[config.mk]
export PLATFORM = sky130hd
export DESIGN_NAME = i2c_irq_agg
export DESIGN_NICKNAME = d
export VERILOG_FILES = /design/src/rtl/i2c_irq_pkg.sv /design/src/rtl/irq_chan_regs.sv /design/src/rtl/irq_rd_port.sv /design/src/rtl/i2c_irq_agg.sv
export SDC_FILE = /design/constraint.sdc
export NUM_CORES = 1
export LEC_CHECK = 0
export ABC_AREA = 1
export BUFFER_PORTS_ARGS = -buffer_cell sky130_fd_sc_hd__buf_2
export CAP_MARGIN = 25
export CELL_PAD_IN_SITES_DETAIL_PLACEMENT = 1
export CELL_PAD_IN_SITES_GLOBAL_PLACEMENT = 2
export CORE_ASPECT_RATIO = 2
export CORE_MARGIN = 2
export CORE_UTILIZATION = 33
export DETAILED_ROUTE_END_ITERATION = 8
export MAX_ROUTING_LAYER = met4
export PLACE_DENSITY = 0.89
export SLEW_MARGIN = 20
export SYNTH_ARGS = -nofsm -noshare
export SYNTH_HDL_FRONTEND = slang
export SYNTH_SLANG_ARGS = --single-unit
[constraint.sdc]
create_clock -name clk -period 3 [get_ports clk]
set_input_delay 0.6 -clock clk [delete_from_list [all_inputs] [get_ports clk]]
set_output_delay 0.6 -clock clk [all_outputs]
set_load 0.05 [all_outputs]
[src/rtl/i2c_irq_pkg.sv]
package i2c_irq_pkg;

  typedef enum logic [1:0] {
    SEL_ENABLE  = 2'd0,
    SEL_STATUS  = 2'd1,
    SEL_SUMMARY = 2'd2,
    SEL_NONE    = 2'd3
  } reg_sel_e;

  localparam int unsigned EVB_TX_ACK   = 0;
  localparam int unsigned EVB_TX_NAK   = 1;
  localparam int unsigned EVB_RX_DONE  = 2;
  localparam int unsigned EVB_ARB_LOST = 3;
  localparam int unsigned EVB_STOP_OK  = 4;
  localparam int unsigned EVB_STOP_BAD = 5;
  localparam int unsigned EVB_SCL_TMO  = 6;

endpackage

[src/rtl/irq_chan_regs.sv]
module irq_chan_regs #(
  parameter int unsigned EV_W    = 15,
  parameter int unsigned RXD_BIT = 2
) (
  input  logic            clk,
  input  logic            rst_n,
  input  logic            en_wr,
  input  logic            st_wr,
  input  logic [EV_W-1:0] wdata,
  input  logic [EV_W-1:0] set_pulse,
  input  logic            raise_in,
  input  logic            rx_pending,
  output logic [EV_W-1:0] en_q,
  output logic [EV_W-1:0] st_q,
  output logic            flag_q,
  output logic            cont_q
);

  logic [EV_W-1:0] clr_mask;
  logic [EV_W-1:0] st_pre;
  logic [EV_W-1:0] st_d;
  logic            raise_eff;
  logic            flag_d;
  logic            cont_d;

  // next-state logic
  always_comb begin
    clr_mask  = st_wr ? wdata : '0;
    st_pre    = (st_q & ~clr_mask) | set_pulse;
    raise_eff = raise_in | cont_q;
    st_d      = raise_eff ? (st_pre & en_q) : st_pre;
    flag_d    = flag_q;
    if (raise_eff && (st_d != '0)) begin
      flag_d = 1'b1;
    end else if (st_wr && (st_d == '0)) begin
      flag_d = 1'b0;
    end
    cont_d = st_wr && wdata[RXD_BIT] && st_q[RXD_BIT] && rx_pending;
  end

  // registers
  always_ff @(posedge clk or negedge rst_n) begin
    if (!rst_n) begin
      en_q <= '0;
    end else if (en_wr) begin
      en_q <= wdata;
    end
  end

  always_ff @(posedge clk or negedge rst_n) begin
    if (!rst_n) begin
      st_q   <= '0;
      flag_q <= 1'b0;
      cont_q <= 1'b0;
    end else begin
      st_q   <= st_d;
      flag_q <= flag_d;
      cont_q <= cont_d;
    end
  end

  assert_en_store_R1: assert property (@(posedge clk) disable iff (!rst_n)
    en_wr |=> (en_q == $past(wdata)));

  assert_set_sticky_R2: assert property (@(posedge clk) disable iff (!rst_n)
    (!raise_eff && (set_pulse != '0)) |=> ((st_q & $past(set_pulse)) == $past(set_pulse)));

  assert_raise_masks_R4: assert property (@(posedge clk) disable iff (!rst_n)
    raise_eff |=> ((st_q & ~$past(en_q)) == '0));

  assert_raise_line_R5: assert property (@(posedge clk) disable iff (!rst_n)
    (raise_in && !st_wr && (((st_q | set_pulse) & en_q) != '0)) |=> flag_q);

  assert_clear_drops_R6: assert property (@(posedge clk) disable iff (!rst_n)
    (st_wr && !raise_eff && (((st_q & ~wdata) | set_pulse) == '0)) |=> !flag_q);

  assert_cont_cause_R7: assert property (@(posedge clk) disable iff (!rst_n)
    $rose(cont_q) |-> $past(st_wr && wdata[RXD_BIT] && st_q[RXD_BIT] && rx_pending));

endmodule

[src/rtl/irq_rd_port.sv]
module irq_rd_port #(
  parameter int unsigned NUM_CH = 4,
  parameter int unsigned EV_W   = 15,
  parameter int unsigned DATA_W = 32,
  parameter int unsigned CH_W   = 2
) (
  input  logic                           clk,
  input  logic                           rst_n,
  input  logic                           rd_req,
  input  i2c_irq_pkg::reg_sel_e          sel,
  input  logic [CH_W-1:0]                chan,
  input  logic [NUM_CH-1:0][EV_W-1:0]    en_all,
  input  logic [NUM_CH-1:0][EV_W-1:0]    st_all,
  input  logic [NUM_CH-1:0]              flags,
  output logic [DATA_W-1:0]              rdata
);
  import i2c_irq_pkg::*;

  logic [DATA_W-1:0] rd_d;

  always_comb begin
    rd_d = '0;
    case (sel)
      SEL_ENABLE: begin
        for (int c = 0; c < NUM_CH; c++) begin
          if (chan == CH_W'(c)) rd_d = DATA_W'(en_all[c]);
        end
      end
      SEL_STATUS: begin
        for (int c = 0; c < NUM_CH; c++) begin
          if (chan == CH_W'(c)) rd_d = DATA_W'(st_all[c]);
        end
      end
      SEL_SUMMARY: rd_d = DATA_W'(flags);
      default:     rd_d = '0;
    endcase
  end

  always_ff @(posedge clk or negedge rst_n) begin
    if (!rst_n) begin
      rdata <= '0;
    end else if (rd_req) begin
      rdata <= rd_d;
    end
  end

endmodule

[src/rtl/i2c_irq_agg.sv]
module i2c_irq_agg #(
  parameter  int unsigned NUM_CH = 4,
  parameter  int unsigned EV_W   = 15,
  parameter  int unsigned DATA_W = 32,
  localparam int unsigned CH_W   = (NUM_CH > 1) ? $clog2(NUM_CH) : 1,
  localparam int unsigned ADDR_W = CH_W + 2
) (
  input  logic                     clk,
  input  logic                     rst_n,
  input  logic                     reg_valid,
  input  logic                     reg_write,
  input  logic [ADDR_W-1:0]        reg_addr,
  input  logic [DATA_W-1:0]        reg_wdata,
  output logic [DATA_W-1:0]        reg_rdata,
  input  logic [NUM_CH*EV_W-1:0]   ev_set,
  input  logic [NUM_CH-1:0]        ev_raise,
  input  logic [NUM_CH-1:0]        rx_pending,
  output logic [NUM_CH-1:0]        rx_continue,
  output logic [NUM_CH-1:0]        irq
);
  import i2c_irq_pkg::*;

  reg_sel_e                  sel;
  logic [CH_W-1:0]           chan;
  logic                      wr_req;
  logic                      rd_req;
  logic [EV_W-1:0]           wd_ev;
  logic                      wdata_unused;
  logic [NUM_CH-1:0][EV_W-1:0] en_all;
  logic [NUM_CH-1:0][EV_W-1:0] st_all;
  logic [NUM_CH-1:0]         flags;
  logic [NUM_CH-1:0]         cont;

  always_comb begin
    sel    = reg_sel_e'(reg_addr[1:0]);
    chan   = reg_addr[ADDR_W-1:2];
    wr_req = reg_valid && reg_write;
    rd_req = reg_valid && !reg_write;
    wd_ev  = reg_wdata[EV_W-1:0];
  end

  assign wdata_unused = ^reg_wdata[DATA_W-1:EV_W];

  for (genvar c = 0; c < NUM_CH; c++) begin : g_chan
    logic hit;
    logic en_wr;
    logic st_wr;

    always_comb begin
      hit   = wr_req && (chan == CH_W'(c));
      en_wr = hit && (sel == SEL_ENABLE);
      st_wr = hit && (sel == SEL_STATUS);
    end

    irq_chan_regs #(
      .EV_W    (EV_W),
      .RXD_BIT (EVB_RX_DONE)
    ) u_chan (
      .clk        (clk),
      .rst_n      (rst_n),
      .en_wr      (en_wr),
      .st_wr      (st_wr),
      .wdata      (wd_ev),
      .set_pulse  (ev_set[c*EV_W +: EV_W]),
      .raise_in   (ev_raise[c]),
      .rx_pending (rx_pending[c]),
      .en_q       (en_all[c]),
      .st_q       (st_all[c]),
      .flag_q     (flags[c]),
      .cont_q     (cont[c])
    );
  end

  irq_rd_port #(
    .NUM_CH (NUM_CH),
    .EV_W   (EV_W),
    .DATA_W (DATA_W),
    .CH_W   (CH_W)
  ) u_rd (
    .clk    (clk),
    .rst_n  (rst_n),
    .rd_req (rd_req),
    .sel    (sel),
    .chan   (chan),
    .en_all (en_all),
    .st_all (st_all),
    .flags  (flags),
    .rdata  (reg_rdata)
  );

  assign irq         = flags;
  assign rx_continue = cont;

endmodule

==> flow_summary.json, run 1 <==
{
  "clkTransAtPathRegs_ps": 60,
  "tritoncts": "built",
  "grt_antenna_before_repair": 0,
  "grt_max_degree": 62,
  "place.port_buffers": 113,
  "avgSynthCellArea_sq_um": 7.06,
  "insertion_delay_ps": 440,
  "period_minus_slack_ps": 2140,
  "vias": 7591,
  "swShare_pct": 32.0,
  "dieWidth_microns": 114,
  "drt_iter0_drc": 349,
  "switchingPower_uw": 1850,
  "slowest_stage": "buf_2",
  "finalMaxSlewViolations": 0,
  "grtUsageTotal_pct": 25.2,
  "hold_viol_final": 0,
  "irDropWorstVdd_uv": 357,
  "coreArea_sq_um": 23700,
  "placedCellCount": 1497,
  "cp.required_ps": 3320,
  "cp_num_buf_inv": 1,
  "drc": 0,
  "gp_congestion": 0.882,
  "rows": 80,
  "synthDistinctLibCells": 29,
  "crit_type": "primary input to flip-flop",
  "wl_per_cell_microns": 19.7,
  "hold_class": "primary input to async pin",
  "rsz0062_at_grt": "no",
  "worst-path-max-fanout": 19,
  "crit_path_frequent_cell": "nand2_1",
  "first_pass_iters": 6,
  "die_h_microns": 224,
  "cts_resized": 0,
  "power_per_cell_area_nw_per_um2": 618,
  "vias_per_cell": 4.96,
  "leakage_uw": 0.00527,
  "synth_seq_cells": 143,
  "root_buffer": "clkbuf_16",
  "die-area_sq_um": 25400,
  "postCtsSetupBuffers": 0,
  "fin_cells": 1529,
  "initial_core_util_pct": 33.5,
  "fmax_ghz": 0.467,
  "htree_levels": 4,
  "setup_violations": 0,
  "final_cell_area_sq_um": 9350,
  "drt_wl_total_microns": 30100,
  "grt-ovfl-total": 0,
  "drive_gt1_share_pct": 15.5,
  "path_cells": "buf_2, nand2_4, nor2_8, nand3_1, nand2_1, nand2_1, nand2_1, nand2_1, nor2_1, nand2_1, nor2_1, nor2_1",
  "final_core_util_pct": 39.4,
  "syn2layout_area_growth_pct": 17.6,
  "clockPowerShare_pct": 38.3,
  "tightest_slew_ps": 641,
  "hold_buffers": 0,
  "place_area_sq_um": 8740,
  "grt_pass1_wl_microns": 45600,
  "crit_family": "simple AND/OR/NAND/NOR gates",
  "clk_path_buf_depth": 2,
  "grt_pass1_vias": 8028,
  "timing.setup.tns_ps": 0,
  "worst_path_largest_cell_delay_ps": 390,
  "intPower_uw": 3930,
  "cap_violations": 0,
  "synthCells": 1127,
  "pwr-share-seq_pct": 41.5,
  "antenna_cells": 0,
  "p_comb_share_pct": 20.2,
  "status": "finished clean",
  "cp-end-kind": "flip-flop",
  "dp_hpwl_microns": 22400,
  "yosysWarningCount": 0,
  "slew_headroom_pct": 57.2,
  "clock_sinks": 143,
  "finalCritPeriodShare_pct": 71.4,
  "final.setup_skew_ps": 8.55,
  "seq_area_frac_synth_pct": 45.0,
  "arrival_ps": 2460,
  "ios": 148,
  "ant_nets": 0,
  "nets": 1337,
  "cts_made_buffers": 17,
  "start_kind": "primary input",
  "synth_area_sq_um": 7950
}
==> kinds of logic after synthesis <==
family | after synthesis | synth area share [%]
flops | 143 | 45.0
compound gates | 181 | 12.6
other cells | 1 | 0.0472
simple gates | 523 | 27.0
buf+inv | 279 | 15.4
==> layout make-up <==
cell class	instances	area, sq um
clock inverter	11	138
clock buffer	21	470
multi-input combinational	721	3220
tap	287	359
inverter	203	767
sequential	143	3580
timing repair buffer	143	822
fill	3005	14400
==> metal layers <==
| layer | vias up | part of all wire [%] | global-route usage (%) |
|---|---|---|---|
| li1 | 3638 | - | - |
| met1 | 3681 | 36 | 24.7 |
| met2 | 185 | 53 | 44.3 |
| met3 | 87 | 2.5 | 3.06 |
| met4 | 0 | 8.9 | 19.5 |
| met5 | - | 0 | - |
==> metrics by stage <==
stage          hold WS, ps  setup slack, ps  total power, uW
6_report               162              858             5780
4_1_cts                175              877             5830
3_5_place_dp           472              434             3600
5_1_grt                195              687             6070
2_1_floorplan          304             1260             3150
3_3_place_gp           463              457             3550
==> power by group through the flow <==
| stage | combinational (uW) | clock, uW | sequential [uW] |
|---|---|---|---|
| after floorplan | 688 | 0 | 2460 |
| after global routing | 1320 | 2320 | 2430 |
| after detailed placement | 1170 | 0 | 2430 |
| after CTS | 1180 | 2250 | 2400 |
| after global placement | 1140 | 0 | 2420 |
| final | 1170 | 2210 | 2400 |
==> cells in the mapped netlist, drive strengths merged <==
| master | n | area share (%) |
|---|---|---|
| o211ai | 23 | 2.2 |
| dfrtp | 143 | 45 |
| a21oi | 11 | 0.69 |
| buf | 50 | 4.5 |
| o21a | 1 | 0.094 |
| conb | 1 | 0.047 |
| o221ai | 1 | 0.11 |
| a22oi | 1 | 0.094 |
| inv | 202 | 9.5 |
| nor2 | 62 | 3.5 |
| or2 | 4 | 0.31 |
| nand4 | 13 | 1.0 |
| o21bai | 2 | 0.19 |
| a221o | 1 | 0.13 |
| o21ai | 126 | 7.9 |
| o22ai | 15 | 1.2 |
| clkinv | 1 | 0.11 |
| nand3 | 53 | 3.3 |
| nand2 | 391 | 19 |
| clkbuf | 26 | 1.2 |
==> final timing paths <==
check	slack [ps]	cells after the start	startpoint	to
setup reg to reg	1060	9	g_chan[3].u_chan.cont_q	g_chan[3].u_chan.flag_q
max in group asynchronous	2050	2	rst_n	g_chan[2].u_chan.st_q[5]
min in group clk	400	3	rx_pending[2]	g_chan[2].u_chan.cont_q
setup / recovery	860	12	reg_addr[2]	g_chan[1].u_chan.flag_q
hold reg to reg	480	2	u_rd.rdata[8]	u_rd.rdata[8]
hold / removal	160	1	rst_n	u_rd.rdata[12]
==> state kept, by name, summed over array words and instances (netlist names) <==
name                  flops
g_chan.u_chan.cont_q      4
g_chan.u_chan.en_q       60
g_chan.u_chan.flag_q      4
g_chan.u_chan.st_q       60
u_rd.rdata               15
==> cell usage in the layout, fill, tap and decap left out, types with 4 or more instances in the layout <==
cell / synthesis / layout
nand2_1: 387 / 387
inv_1: 198 / 198
dfrtp_1: 143 / 143
o21ai_0: 123 / 123
buf_2: 13 / 112
nor2_1: 57 / 57
nand3_1: 53 / 53
buf_4: 31 / 28
o211ai_1: 23 / 23
conb_1: 1 / 17
clkbuf_16: 0 / 17
o22ai_1: 15 / 15
nand4_1: 13 / 13
a21oi_1: 11 / 11
clkinv_2: 0 / 5
nand2_4: 4 / 4
inv_2: 4 / 4
or2_2: 4 / 4
No activity file was read; power rests on OpenSTA's default activity.
==> inputs of run 2 (changes only) <==
--- a/config.mk
+++ b/config.mk
@@ -12,10 +12,10 @@
 export CELL_PAD_IN_SITES_GLOBAL_PLACEMENT = 2
 export CORE_ASPECT_RATIO = 2
 export CORE_MARGIN = 2
-export CORE_UTILIZATION = 33
+export CORE_UTILIZATION = 31
 export DETAILED_ROUTE_END_ITERATION = 8
 export MAX_ROUTING_LAYER = met4
-export PLACE_DENSITY = 0.89
+export PLACE_DENSITY = 0.84
 export SLEW_MARGIN = 20
 export SYNTH_ARGS = -nofsm -noshare
 export SYNTH_HDL_FRONTEND = slang
==> constraint.sdc (replaced) <==
create_clock -name clk -period 2.2 [get_ports clk]
set_input_delay 0.44 -clock clk [delete_from_list [all_inputs] [get_ports clk]]
set_output_delay 0.44 -clock clk [all_outputs]
set_load 0.05 [all_outputs]
==> flow_summary.json, run 2 (synthesis results as in run 1) <==
{
  "status": "finished clean",
  "grtUsageTotal_pct": 24.2,
  "vias_per_cell": 4.78,
  "wl_per_cell_microns": 18.9,
  "leakage_uw": 0.00546,
  "dieWidth_microns": 117,
  "place.port_buffers": 113,
  "hold_class": "primary input to flip-flop",
  "min_from": "rx_pending[3]",
  "dp_hpwl_microns": 23400,
  "insertion_delay_ps": 440,
  "power_per_cell_area_nw_per_um2": 826,
  "place_area_sq_um": 9130,
  "grt_antenna_before_repair": 0,
  "root_buffer": "clkbuf_16",
  "rr_startpoint": "g_chan[2].u_chan.cont_q",
  "final_cell_area_sq_um": 9760,
  "layout_commonest_cell": "nand2_1",
  "htree_levels": 4,
  "clkTransAtPathRegs_ps": 60,
  "register_area_sq_um": 3580,
  "multi_input_area_sq_um": 3220,
  "tightest_slew_ps": 511,
  "start_kind": "primary input",
  "p_total_uw": 8060,
  "slew_headroom_pct": 65.9,
  "die-area_sq_um": 27000,
  "largestRegisters": "g_chan.u_chan.en_q x60, g_chan.u_chan.st_q x60, u_rd.rdata x15",
  "final.setup_skew_ps": 8.86,
  "antenna_cells": 0,
  "drt_iter0_drc": 340,
  "cp-end-kind": "flip-flop",
  "drt_wl_total_microns": 30500,
  "cts_made_buffers": 17,
  "fmax_ghz": 0.559,
  "ant_nets": 0,
  "crit_type": "primary input to flip-flop",
  "clock_sinks": 143,
  "tritoncts": "built",
  "nets": 1372,
  "setup_violations": 0,
  "n_fill_cell": 3265,
  "drive_gt1_share_pct": 17.6,
  "grt_pass1_wl_microns": 46300,
  "coreArea_sq_um": 25400,
  "hold_viol_final": 0,
  "whs_path_depth": 3,
  "drc": 0,
  "postCtsSetupBuffers": 0,
  "ios": 148,
  "worst-path-max-fanout": 12,
  "worst_hold_path.endpoint": "g_chan[3].u_chan.cont_q",
  "grt-ovfl-total": 0,
  "grt_max_degree": 57,
  "arrival_ps": 2160,
  "clk_path_buf_depth": 2,
  "die_h_microns": 231,
  "finalCritPeriodShare_pct": 81.3,
  "finalMaxSlewViolations": 0,
  "gp_congestion": 0.882,
  "rsz0062_at_grt": "no",
  "irDropWorstVdd_uv": 543,
  "final_cell_mix": "387 x nand2_1, 198 x inv_1, 143 x dfrtp_1, 123 x o21ai_0, 112 x buf_2",
  "first_pass_iters": 4,
  "rrSetupSlack_ps": 530,
  "cp.required_ps": 2570,
  "initial_core_util_pct": 31.3,
  "cap_violations": 0,
  "rows": 83,
  "final_core_util_pct": 38.4,
  "grt_pass1_vias": 8341,
  "reg2reg_depth": 8,
  "r2r-end": "g_chan[2].u_chan.flag_q",
  "syn2layout_area_growth_pct": 22.7,
  "period_minus_slack_ps": 1790,
  "vias": 7734,
  "holdWs_ps": 231
}
==> run 2: cell count changes in the layout (fill, tap and decap cells not counted), sizes merged <==
cell | before | now
buf | 143 | 177
clkinv | 6 | 5
bufinv | 3 | 4
dlygate4sd3 | 0 | 1
==> run 2: timing repair <==
item | 4_1_cts | 5_1_grt
hold buffers | 1 | 0
endpoints found under the hold margin | 34 | 0
gates resized for setup | 0 | 0
==> run 2: per-stage QoR <==
stage / setup TNS (ps) / cells / worst slack (ps)
after global placement: -14.3 / 1584 / -14.3
after floorplan: 0 / 1143 / 620
after CTS: 0 / 1617 / 378
after global routing: 0 / 1617 / 261
final: 0 / 1617 / 412
after detailed placement: -54.8 / 1584 / -54.8
==> run 2: layout make-up <==
type                    instances  area share (%)
clock buffers                  21            4.72
clock inverters                11            1.67
inverters                     203            7.86
multi-input cells             721            33.0
flip-flops and latches        143            36.7
well taps                     340            4.36
repair buffers                178            11.8
==> run 2: worst max-delay path, stage by stage <==
cell,delay (ps)
buf_2,310
inv_2,100
nand2_4,150
buf_4,230
o22ai_1,110
o21ai_0,230
o21ai_0,130
o21ai_0,280
nand2_1,90
nand2_1,70
==> run 2: worst max path at each step <==
stage                                   end   startpoint  slack, ps  cells past startpoint
floorplan           g_chan[1].u_chan.flag_q  reg_addr[3]        620                     14
finish                       u_rd.rdata[11]  reg_addr[2]        410                     10
CTS                          u_rd.rdata[11]  reg_addr[2]        380                     10
global route        g_chan[2].u_chan.flag_q  reg_addr[3]        260                     14
global placement             u_rd.rdata[11]  reg_addr[2]        -10                     10
detailed placement           u_rd.rdata[11]  reg_addr[2]        -50                     10
==> run 2: metal layers <==
| metal | global-route usage, % | up-vias | wire length (microns) |
|---|---|---|---|
| met2 | 43.8 | 181 | 16800 |
| li1 | - | 3701 | - |
| met5 | - | - | 0 |
| met4 | 13.2 | 0 | 1850 |
| met1 | 24.7 | 3777 | 11200 |
| met3 | 2.89 | 75 | 734 |
==> run 2: where the power goes <==
part           switching [uW]  internal (uW)  leakage (uW)  total [uW]
Sequential                251           3010       0.00179        3260
Clock                    1170           1950      0.000299        3120
Combinational            1140            548       0.00337        1690
Total                    2560           5500       0.00546        8060
